[src/rtl/phase_step_ctrl.sv]
module phase_step_ctrl #(
  parameter int POS_W     = 12,
  parameter int MAX_STEPS = 1000,
  parameter int TIMEOUT   = 1024
) (
  input  logic                    clk,
  input  logic                    rst,
  input  logic signed [POS_W-1:0] target,
  input  logic                    step_done,
  output logic                    step_en,
  output logic                    step_up,
  output logic signed [POS_W-1:0] cur_pos,
  output logic                    busy,
  output logic                    timeout_err
);

  localparam int TW = $clog2(TIMEOUT + 1);
  localparam logic signed [POS_W-1:0] LIM_HI = POS_W'(MAX_STEPS);
  localparam logic signed [POS_W-1:0] LIM_LO = -LIM_HI;

  typedef enum logic [1:0] {S_IDLE, S_REQ, S_WAIT} st_t;

  st_t                     st;
  logic [TW-1:0]           tmr;
  logic signed [POS_W-1:0] goal;
  logic                    at_goal;
  logic                    tmo_hit;

  assign goal    = (target > LIM_HI) ? LIM_HI :
                   (target < LIM_LO) ? LIM_LO : target;
  assign at_goal = (goal == cur_pos);
  assign tmo_hit = (tmr == TW'(TIMEOUT - 1));
  assign step_en = (st == S_REQ);
  assign busy    = (st != S_IDLE) || !at_goal;

  always_ff @(posedge clk) begin
    if (rst) begin
      st          <= S_IDLE;
      tmr         <= '0;
      cur_pos     <= '0;
      step_up     <= 1'b0;
      timeout_err <= 1'b0;
    end else begin
      case (st)
        S_IDLE: if (!at_goal) begin
          st      <= S_REQ;
          step_up <= (goal > cur_pos);
        end
        S_REQ: begin
          st  <= S_WAIT;
          tmr <= '0;
        end
        S_WAIT: begin
          if (step_done) begin
            cur_pos <= step_up ? cur_pos + POS_W'(1) : cur_pos - POS_W'(1);
            st      <= S_IDLE;
          end else if (tmo_hit) begin
            timeout_err <= 1'b1;
            st          <= S_IDLE;
          end else begin
            tmr <= tmr + TW'(1);
          end
        end
        default: st <= S_IDLE;
      endcase
    end
  end

endmodule

[config.mk]
export PLATFORM = sky130hd
export DESIGN_NAME = phase_step_ctrl
export DESIGN_NICKNAME = d
export VERILOG_FILES = /design/src/rtl/phase_step_ctrl.sv
export SDC_FILE = /design/constraint.sdc
export NUM_CORES = 1
export LEC_CHECK = 0
export CORE_UTILIZATION = 30
export CTS_BUF_LIST = sky130_fd_sc_hd__clkbuf_4 sky130_fd_sc_hd__clkbuf_8
export DETAILED_ROUTE_END_ITERATION = 16
export PLACE_DENSITY = 0.46
export SYNTH_ARGS = -nofsm -noshare
export SYNTH_HDL_FRONTEND = slang
export SYNTH_SLANG_ARGS = --single-unit
[constraint.sdc]
create_clock -name clk -period 2.9 [get_ports clk]
set_clock_uncertainty 0.1 [all_clocks]
set_input_delay 0.29 -clock clk [delete_from_list [all_inputs] [get_ports clk]]
set_output_delay 0.29 -clock clk [all_outputs]
set_load 0.01 [all_outputs]
Yosys cells after proc, flatten, opt, wreduce, memory -nomap -nowiden:

Index checks and enable logic that the tools add are counted.

* register bits: 27
* input bits: 15
* output and inout port bits: 16
* logic and storage cells: 41

* add/subtract/negate cells: 3
* magnitude comparators: 3
* equality and inequality tests: 8
* muxes and demuxes: 10
* bitwise operators: 2
* reduce and logical (&&, ||, !) cells: 10

Operator list (count)
* $mux W12: 3
* $mux W11: 2
* $pmux W11 S2: 1
* $add A12 B2 Y12 const B: 1
* $eq A12 B12 Y1: 1
* $gt A12 B11 Y1 const B: 1
* $gt A12 B12 Y1: 1
* $lt A12 B11 Y1 const B: 1
* $sub A12 B2 Y12 const B: 1
* $add A11 B1 Y11 const B: 1
* $eq A11 B10 Y1 const B: 1
* $mux W2: 3
* $ne A2 B2 Y1 const B: 3
* $pmux W2 S3: 1
* $reduce_and A2 Y1: 3
* $reduce_and A3 Y1: 2
* $reduce_bool A2 Y1: 2
* $ne A3 B3 Y1 const B: 1
* $eq A2 B1 Y1 const B: 1
* $eq A2 B2 Y1 const B: 1
* $logic_not A2 Y1: 1
* $not A1 Y1: 2
* $logic_not A1 Y1: 1
* $logic_or A1 B1 Y1: 1

Logic depth before layout (Yosys ltp):

Gate-level depths: netlist of run 1.

* depth after elaboration: 6
* mapped depth: 12
* gate-level depth less buffers: 12

Worst setup path before layout of run 1:

OpenSTA, ideal clock, no wires.

* kind: input -> register
* start: input target[0]
* end: register step_up
* library setup time: 0.086 ns
* arrival time: 2.241 ns
* required time: 2.714 ns
* slack: 0.474 ns
* stages on the path: 11
* buffers on the path: 0
* cell sequence: o31ai_1 a2111oi_0 o21ai_1 and2b_1 and2_1 ha_1 nand4_1 nor3_1 nand2b_1 nor3b_1 a211oi_1

* longest elaborated chain between the ends: 6
* elaborated cells between the ends (all ways): 8
* classes of those cells: order compare (3); eq/ne (1); mux (2); bitwise (1); reduce/logical (1)

RTL lines
* start: declaration: line 8 `input logic signed [POS_W-1:0] target,`
* $lt A12 B11 Y1: line 30 `(target < LIM_LO) ? LIM_LO : target;`
* $mux W12: line 30
* $mux W12 (*): line 29 `assign goal = (target > LIM_HI) ? LIM_HI :`
* branches (longest 3 deep; another with $gt A12 B12 Y1)
* end signal: assignment: line 47 `step_up <= (goal > cur_pos);`
* end: declaration: line 11 `output logic step_up,`

Every way passes the cells marked *.
A chain may end at the register's enable or synchronous reset.

Worst setup path in the final report of run 1:

* start: input target[11]
* end: output busy

* longest elaborated chain between the ends: 6
* elaborated cells between the ends (all ways): 7
* classes of those cells: order compare (2); eq/ne (1); mux (2); reduce/logical (2)

RTL lines
* $lt A12 B11 Y1: line 30
* $mux W12: line 30
* $mux W12 (*): line 29
* $eq A12 B12 Y1 (*): line 31 `assign at_goal = (goal == cur_pos);`
* $logic_not A1 Y1 (*)
* $logic_or A1 B1 Y1 (*): line 34 `assign busy = (st != S_IDLE) || !at_goal;`
* end: declaration: line 13 `output logic busy,`

Every way passes the cells marked *; elsewhere a longest branch is shown, timed or not.

==> impl_metrics.ini, run 1 <==
[outcome]
status = finished clean

[floorplan]
initial_core_util_pct = 31.5
io_pins = 31
die_x_um = 86.9
coreArea_um2 = 6870
rows = 30
die_area_um2 = 7550
fp.dieH_um = 86.9

[clocking]
cts_sinks = 27
cts_tree = built
clock_path_buffers = 2
path_clk_slew_ns = 0.11
insertion_delay_ns = 0.29
h-tree-depth = 1
cts_made_buffers = 3
cts_root_buf = clkbuf_8

[setup_path]
worstSetupStartpointType = input pin
slowest_delay_ns = 0.50
timing.rr.end = cur_pos[9]
cp.arrival_ns = 2.32
crit_required_ns = 2.51
critical_path.max_fanout = 4
reg2reg_slack_ns = 0.43
cp-end-kind = output pin
reg2regPathDepth = 7
r2r-start = step_up
cp_slowest_cell = clkdlybuf4s50_1
criticalPathCategory = input pin to output pin
cp_cell_sequence = clkdlybuf4s50_1 > nand3_2 > ha_4 > and2b_1 > and2_1 > ha_1 > nand4_1 > nor3_2 > nand2_1 > buf_2

[drt]
wl_per_cell_um = 13.6
drtPass1Iterations = 4
vias = 2089
postRouteWirelength_um = 5610
ant_nets = 0
drcViolationCount = 0
vias_per_cell = 5.05
drtIter0Drc = 90

[yosys]
netlist_area_um2 = 2160
synth_cell_types = 51
yosysTopAreaCell = dfxtp_1
synth_ff_type = dfxtp_1
synth_top_family_by_area = compound AO/OA/AOI/OAI gates
async_reset_ff_share_pct = 0
ys_warn_count = 0
synth_fa_ha_area_share_pct = 14.8
synth_common_cells = dfxtp_1 (27), inv_1 (27), ha_1 (24), nand2_1 (21)
synth-compound-area-share_pct = 25.2
synth.avg_cell_area_um2 = 7.98
syn_inst = 271
synth-xor-area-share_pct = 4.46
synth_edf_count = 0
synth.area.top_cells = dfxtp_1 (25%), ha_1 (14%), inv_1 (4.7%)
yosysSeqAreaShare_pct = 25.0
netlist.area_leader.share_pct = 25.0
synth_simple_gate_area_share_pct = 24.3
ys_ff_latch = 27
syn-num-nets = 311
synthMuxAreaShare_pct = 0.521

[timing]
setup_viol = 0
tightest_slew_ns = 0.572
min_period_ns = 2.71
fin_crit_sh_pct = 93.4
slew_headroom_pct = 61.9
hold_viol_final = 0
slew_violations = 0
rsz0062_at_grt = false
finalSetupTns_ns = 0
max_clock_freq_mhz = 369

[cells_and_area]
stdcell_area_um2 = 2800
area_growth_pct = 29.3
layout-drive-gt1-share_pct = 13.2
fill_cells = 703
stdcell_count = 414
diodes = 0
final_core_util_pct = 40.7
layout.nets = 359
multi_input_area_um2 = 1560
ff_latch_area_um2 = 541

[global_routing]
grt_pass1_wl_um = 9490
grtUsageTotal_pct = 15.9
grt_pass1_vias = 1935
grt-ovfl-total = 0
antenna_found_initial = 0
grt_max_degree = 23

[flow_run]
drv_cap = 0

[placed_design]
place_area_um2 = 2680
gp_congestion = 0.748
dp_cells = 408
port_buffers = 30
place_hpwl_um = 4340

[worst_hold_path]
hp-class = flop to flop
hold_depth = 1
min-delay-start = tmr[10]
worstHoldEndpoint = tmr[10]

[pwr]
p_leak_uw = 0.00106
peakVddDrop_mv = 0.171
power_density_nw_per_um2 = 370
worst max-delay path by stage:
| stage | startpoint | end | depth (start not counted) |
|---|---|---|---|
| 6_report | target[11] | busy | 10 |
| 5_1_grt | target[8] | busy | 12 |
| 4_1_cts | target[3] | busy | 12 |
| 3_5_place_dp | target[3] | busy | 12 |
| 3_3_place_gp | target[3] | busy | 11 |
| 2_1_floorplan | target[0] | step_up | 11 |
metrics by stage:
step | total power [uW] | hold slack [ns] | worst slack (ns)
after floorplan | 659 | 0.351 | 0.474
final | 1040 | 0.382 | 0.192
after detailed placement | 795 | 0.371 | -0.621
after global placement | 796 | 0.368 | -0.670
after CTS | 1050 | 0.389 | 0.0929
after global routing | 1110 | 0.403 | 0.0258
sequential cells by signal, indices dropped and copies added, names as in the netlist:
signal,flops
cur_pos,12
st,2
step_up,1
timeout_err,1
tmr,11
critical path: cells and delay by family:
kind / cells / cell delay, ns
buffers and inverters: 2 / 0.64
AND/OR/NAND/NOR: 6 / 0.82
adder cells (fa/ha/maj): 2 / 0.57
per-layer routing:
| metal | vias up | track usage (%) | wire [um] |
|---|---|---|---|
| met5 | - | 0 | 0 |
| met4 | 0 | 2.73 | 19 |
| met3 | 2 | 1.99 | 140 |
| met2 | 32 | 26.6 | 2590 |
| met1 | 953 | 22.2 | 2860 |
| li1 | 1102 | - | - |
placed cells by master, fill, tap and decap left out, types with 3 or more instances in the layout:
cell type	instances
inv_1	27
dfxtp_1	27
ha_1	23
nand2_1	21
nor2_1	20
a21oi_1	20
clkdlybuf4s50_1	19
buf_4	17
nand3_1	13
o21ai_1	12
xnor2_1	9
nand4_1	8
a211oi_1	8
dlygate4sd2_1	7
o21a_1	5
a21o_1	5
nand2b_1	4
o21ai_0	4
a211oi_2	4
a31oi_1	4
nor2b_1	3
nor3b_1	3
nor3_1	3
nor4b_1	3
clkbuf_8	3
cells by family after synthesis:
group | count (synthesis)
AND/OR/NAND/NOR | 96
AO/OA/AOI/OAI | 79
buffers and inverters | 32
flip-flops | 27
adder cells (fa/ha/maj) | 25
XOR/XNOR | 11
multiplexers | 1
where the power goes:
part | total (uW) | internal [uW] | switching, uW
Combinational | 393 | 173 | 220
Sequential | 404 | 385 | 18.7
Clock | 238 | 101 | 137
final cells by class:
| class | instances | share of cell area, % |
|---|---|---|
| inverter | 27 | 3.62 |
| tap | 96 | 4.30 |
| sequential | 27 | 19.3 |
| multi-input combinational | 212 | 55.9 |
| timing repair buffer | 48 | 15.0 |
| clock buffer | 3 | 1.48 |
| clock inverter | 1 | 0.313 |
repair_timing:
item,4_1_cts,5_1_grt
resized for setup,25,6
buffers inserted,2,0
hold buffers,0,0
pin swaps,15,7
endpoints found under the setup margin,2,1
hold endpoints to repair,0,0
(Power assumes the default switching activity.)
==> run 2: changes to the inputs <==
--- a/config.mk
+++ b/config.mk
@@ -9,6 +9,7 @@
 export CTS_BUF_LIST = sky130_fd_sc_hd__clkbuf_4 sky130_fd_sc_hd__clkbuf_8
 export DETAILED_ROUTE_END_ITERATION = 16
 export PLACE_DENSITY = 0.46
+export SETUP_SLACK_MARGIN = 0.15
 export SYNTH_ARGS = -nofsm -noshare
 export SYNTH_HDL_FRONTEND = slang
 export SYNTH_SLANG_ARGS = --single-unit
==> run 2 against run 1 <==
Effect of this change: critical path depth is 2 higher; critical path type unchanged; largest cell class unchanged; design area is 1.3% higher; setup slack better by 0.092 ns; wire length is 1.2% higher; first-iteration DRC count is 5.6% lower.
==> impl_metrics.ini, run 2 (synthesis gave the netlist of run 1 again) <==
[outcome]
status = finished clean

[flow_run]
drv_cap = 0

[clocking]
insertion_delay_ns = 0.29
cts_made_buffers = 3
cts_sinks = 27
path_clk_slew_ns = 0.11
holdBufCountCts = 0
cts_tree = built
clock_path_buffers = 2
h-tree-depth = 1
cts_root_buf = clkbuf_8

[cells_and_area]
stdcell_area_um2 = 2830
layout.nets = 361
diodes = 0
top_register = cur_pos
fill_cells = 699
multi_input_area_um2 = 1580
layout_common_cells = inv_1 (27), dfxtp_1 (27), ha_1 (22)
area_growth_pct = 31.0
largest_reg_flops = 12
biggestRegsByFlops = cur_pos (12), tmr (11), st (2)
ff_latch_area_um2 = 541
layout-drive-gt1-share_pct = 15.6

[floorplan]
coreArea_um2 = 6870
die_x_um = 86.9
io_pins = 31
rows = 30
fp.dieH_um = 86.9
initial_core_util_pct = 31.5
die_area_um2 = 7550

[drt]
wl_met2_um = 2610
vias_per_cell = 5.06
postRouteWirelength_um = 5680
met3_wirelength_um = 122
ant_nets = 0
drcViolationCount = 0
vias = 2103
drtPass1Iterations = 4
drtIter0Drc = 85
wl_met1_um = 2910
highest_layer = met4
wl_per_cell_um = 13.6

[global_routing]
grtUsageTotal_pct = 16.0
grt-ovfl-total = 0
antenna_found_initial = 0
grt_pass1_wl_um = 9540
grt_max_degree = 23
grt_pass1_vias = 1940

[pwr]
seqPwrFrac_pct = 38.7
power_density_nw_per_um2 = 369
pwr-share-comb_pct = 38.3
p_sw_share_pct = 36.3
p_sw_uw = 379
p_leak_uw = 0.00107
intPower_uw = 665
clockPowerShare_pct = 23.0
peakVddDrop_mv = 0.172

[placed_design]
place_area_um2 = 2680
place_hpwl_um = 4340
port_buffers = 30
dpl_worst_slack_ns = -0.621
gp_congestion = 0.748

[setup_path]
worst-path-buf-inv = 3
cp_cell_sequence = dlygate4sd2_1 > inv_1 > nand4_1 > nand3_2 > ha_4 > and2b_2 > and2_1 > ha_4 > nand4_1 > nor3_2 > nand2_1 > buf_2
criticalPathCategory = input pin to output pin
cp_slowest_cell = ha_4
worstSetupStartpointType = input pin
cp.arrival_ns = 2.23
crit_required_ns = 2.51
cp-end-kind = output pin
critical_path.max_fanout = 4
slowest_delay_ns = 0.28
crit_family = simple AND/OR/NAND/NOR gates

[timing]
tightest_slew_ns = 0.581
setup_viol = 0
slew_violations = 0
slew_headroom_pct = 61.3
hold_viol_final = 0
max_clock_freq_mhz = 382
fin_crit_sh_pct = 90.2
min_period_ns = 2.62
setup_ws_ns = 0.283
rsz0062_at_grt = true

[worst_hold_path]
hp-class = flop to flop
==> run 2: changes by cell type in the layout (fill, tap and decap cells not counted), moves of 2 or more <==
cell	previous run	this run
dlygate4sd2_1	7	4
clkbuf_2	1	3
clkdlybuf4s15_1	2	4
clkdlybuf4s50_1	19	17
==> run 2: through the flow <==
step | instances | hold slack [ns] | total power (uW) | setup TNS (ns) | utilization [%]
final | 416 | 0.382 | 1040 | 0 | 41.2
after global placement | 408 | 0.368 | 796 | -1.40 | 39.0
after CTS | 414 | 0.389 | 1050 | 0 | 40.7
after floorplan | 271 | 0.351 | 659 | 0 | -
after global routing | 416 | 0.403 | 1120 | 0 | 41.2
after detailed placement | 408 | 0.371 | 795 | -1.29 | 39.0
==> run 2: final cells by class <==
type,instances,area share [%]
clock inverter,1,0.309
inverter,27,3.58
clock buffer,3,1.46
tap,96,4.24
timing repair buffer,50,15.5
sequential,27,19.1
multi-input combinational,212,55.9
==> run 2: path summary, 6_finish.rpt <==
check | cells after the start | start | endpoint | slack, ns
worst max-delay path | 12 | target[9] | busy | 0.28
worst min-delay path | 1 | tmr[10] | tmr[10] | 0.38
worst max register to register | 7 | step_up | cur_pos[9] | 0.43
worst min register to register | 1 | tmr[10] | tmr[10] | 0.38
==> run 2: power by group through the flow <==
stage / Sequential (uW) / Combinational, uW / Clock [uW]
global route: 408 / 451 / 263
CTS: 405 / 391 / 251
detailed placement: 413 / 381 / 0
floorplan: 414 / 246 / 0
finish: 404 / 401 / 240
global placement: 414 / 382 / 0
==> run 2: routing by layer <==
metal | GRT usage (%) | vias up
met5 | 0 | -
met4 | 2.73 | 0
met3 | 1.99 | 4
met2 | 26.8 | 30
met1 | 22.3 | 962
li1 | - | 1107
==> run 2: worst register-to-register path, stage by stage, from the launching register on <==
cell	delay (ns)
dfxtp_1	0.36
inv_1	0.41
ha_1	0.34
a211oi_1	0.29
o21ai_1	0.15
a31oi_1	0.34
nor2_1	0.07
a311o_1	0.31
==> run 2: repair_timing <==
item | CTS | global route
gates resized for setup | 31 | 18
setup endpoints to repair | 3 | 2
pin swaps | 16 | 14
cloned | 0 | 0
setup buffers | 2 | 2
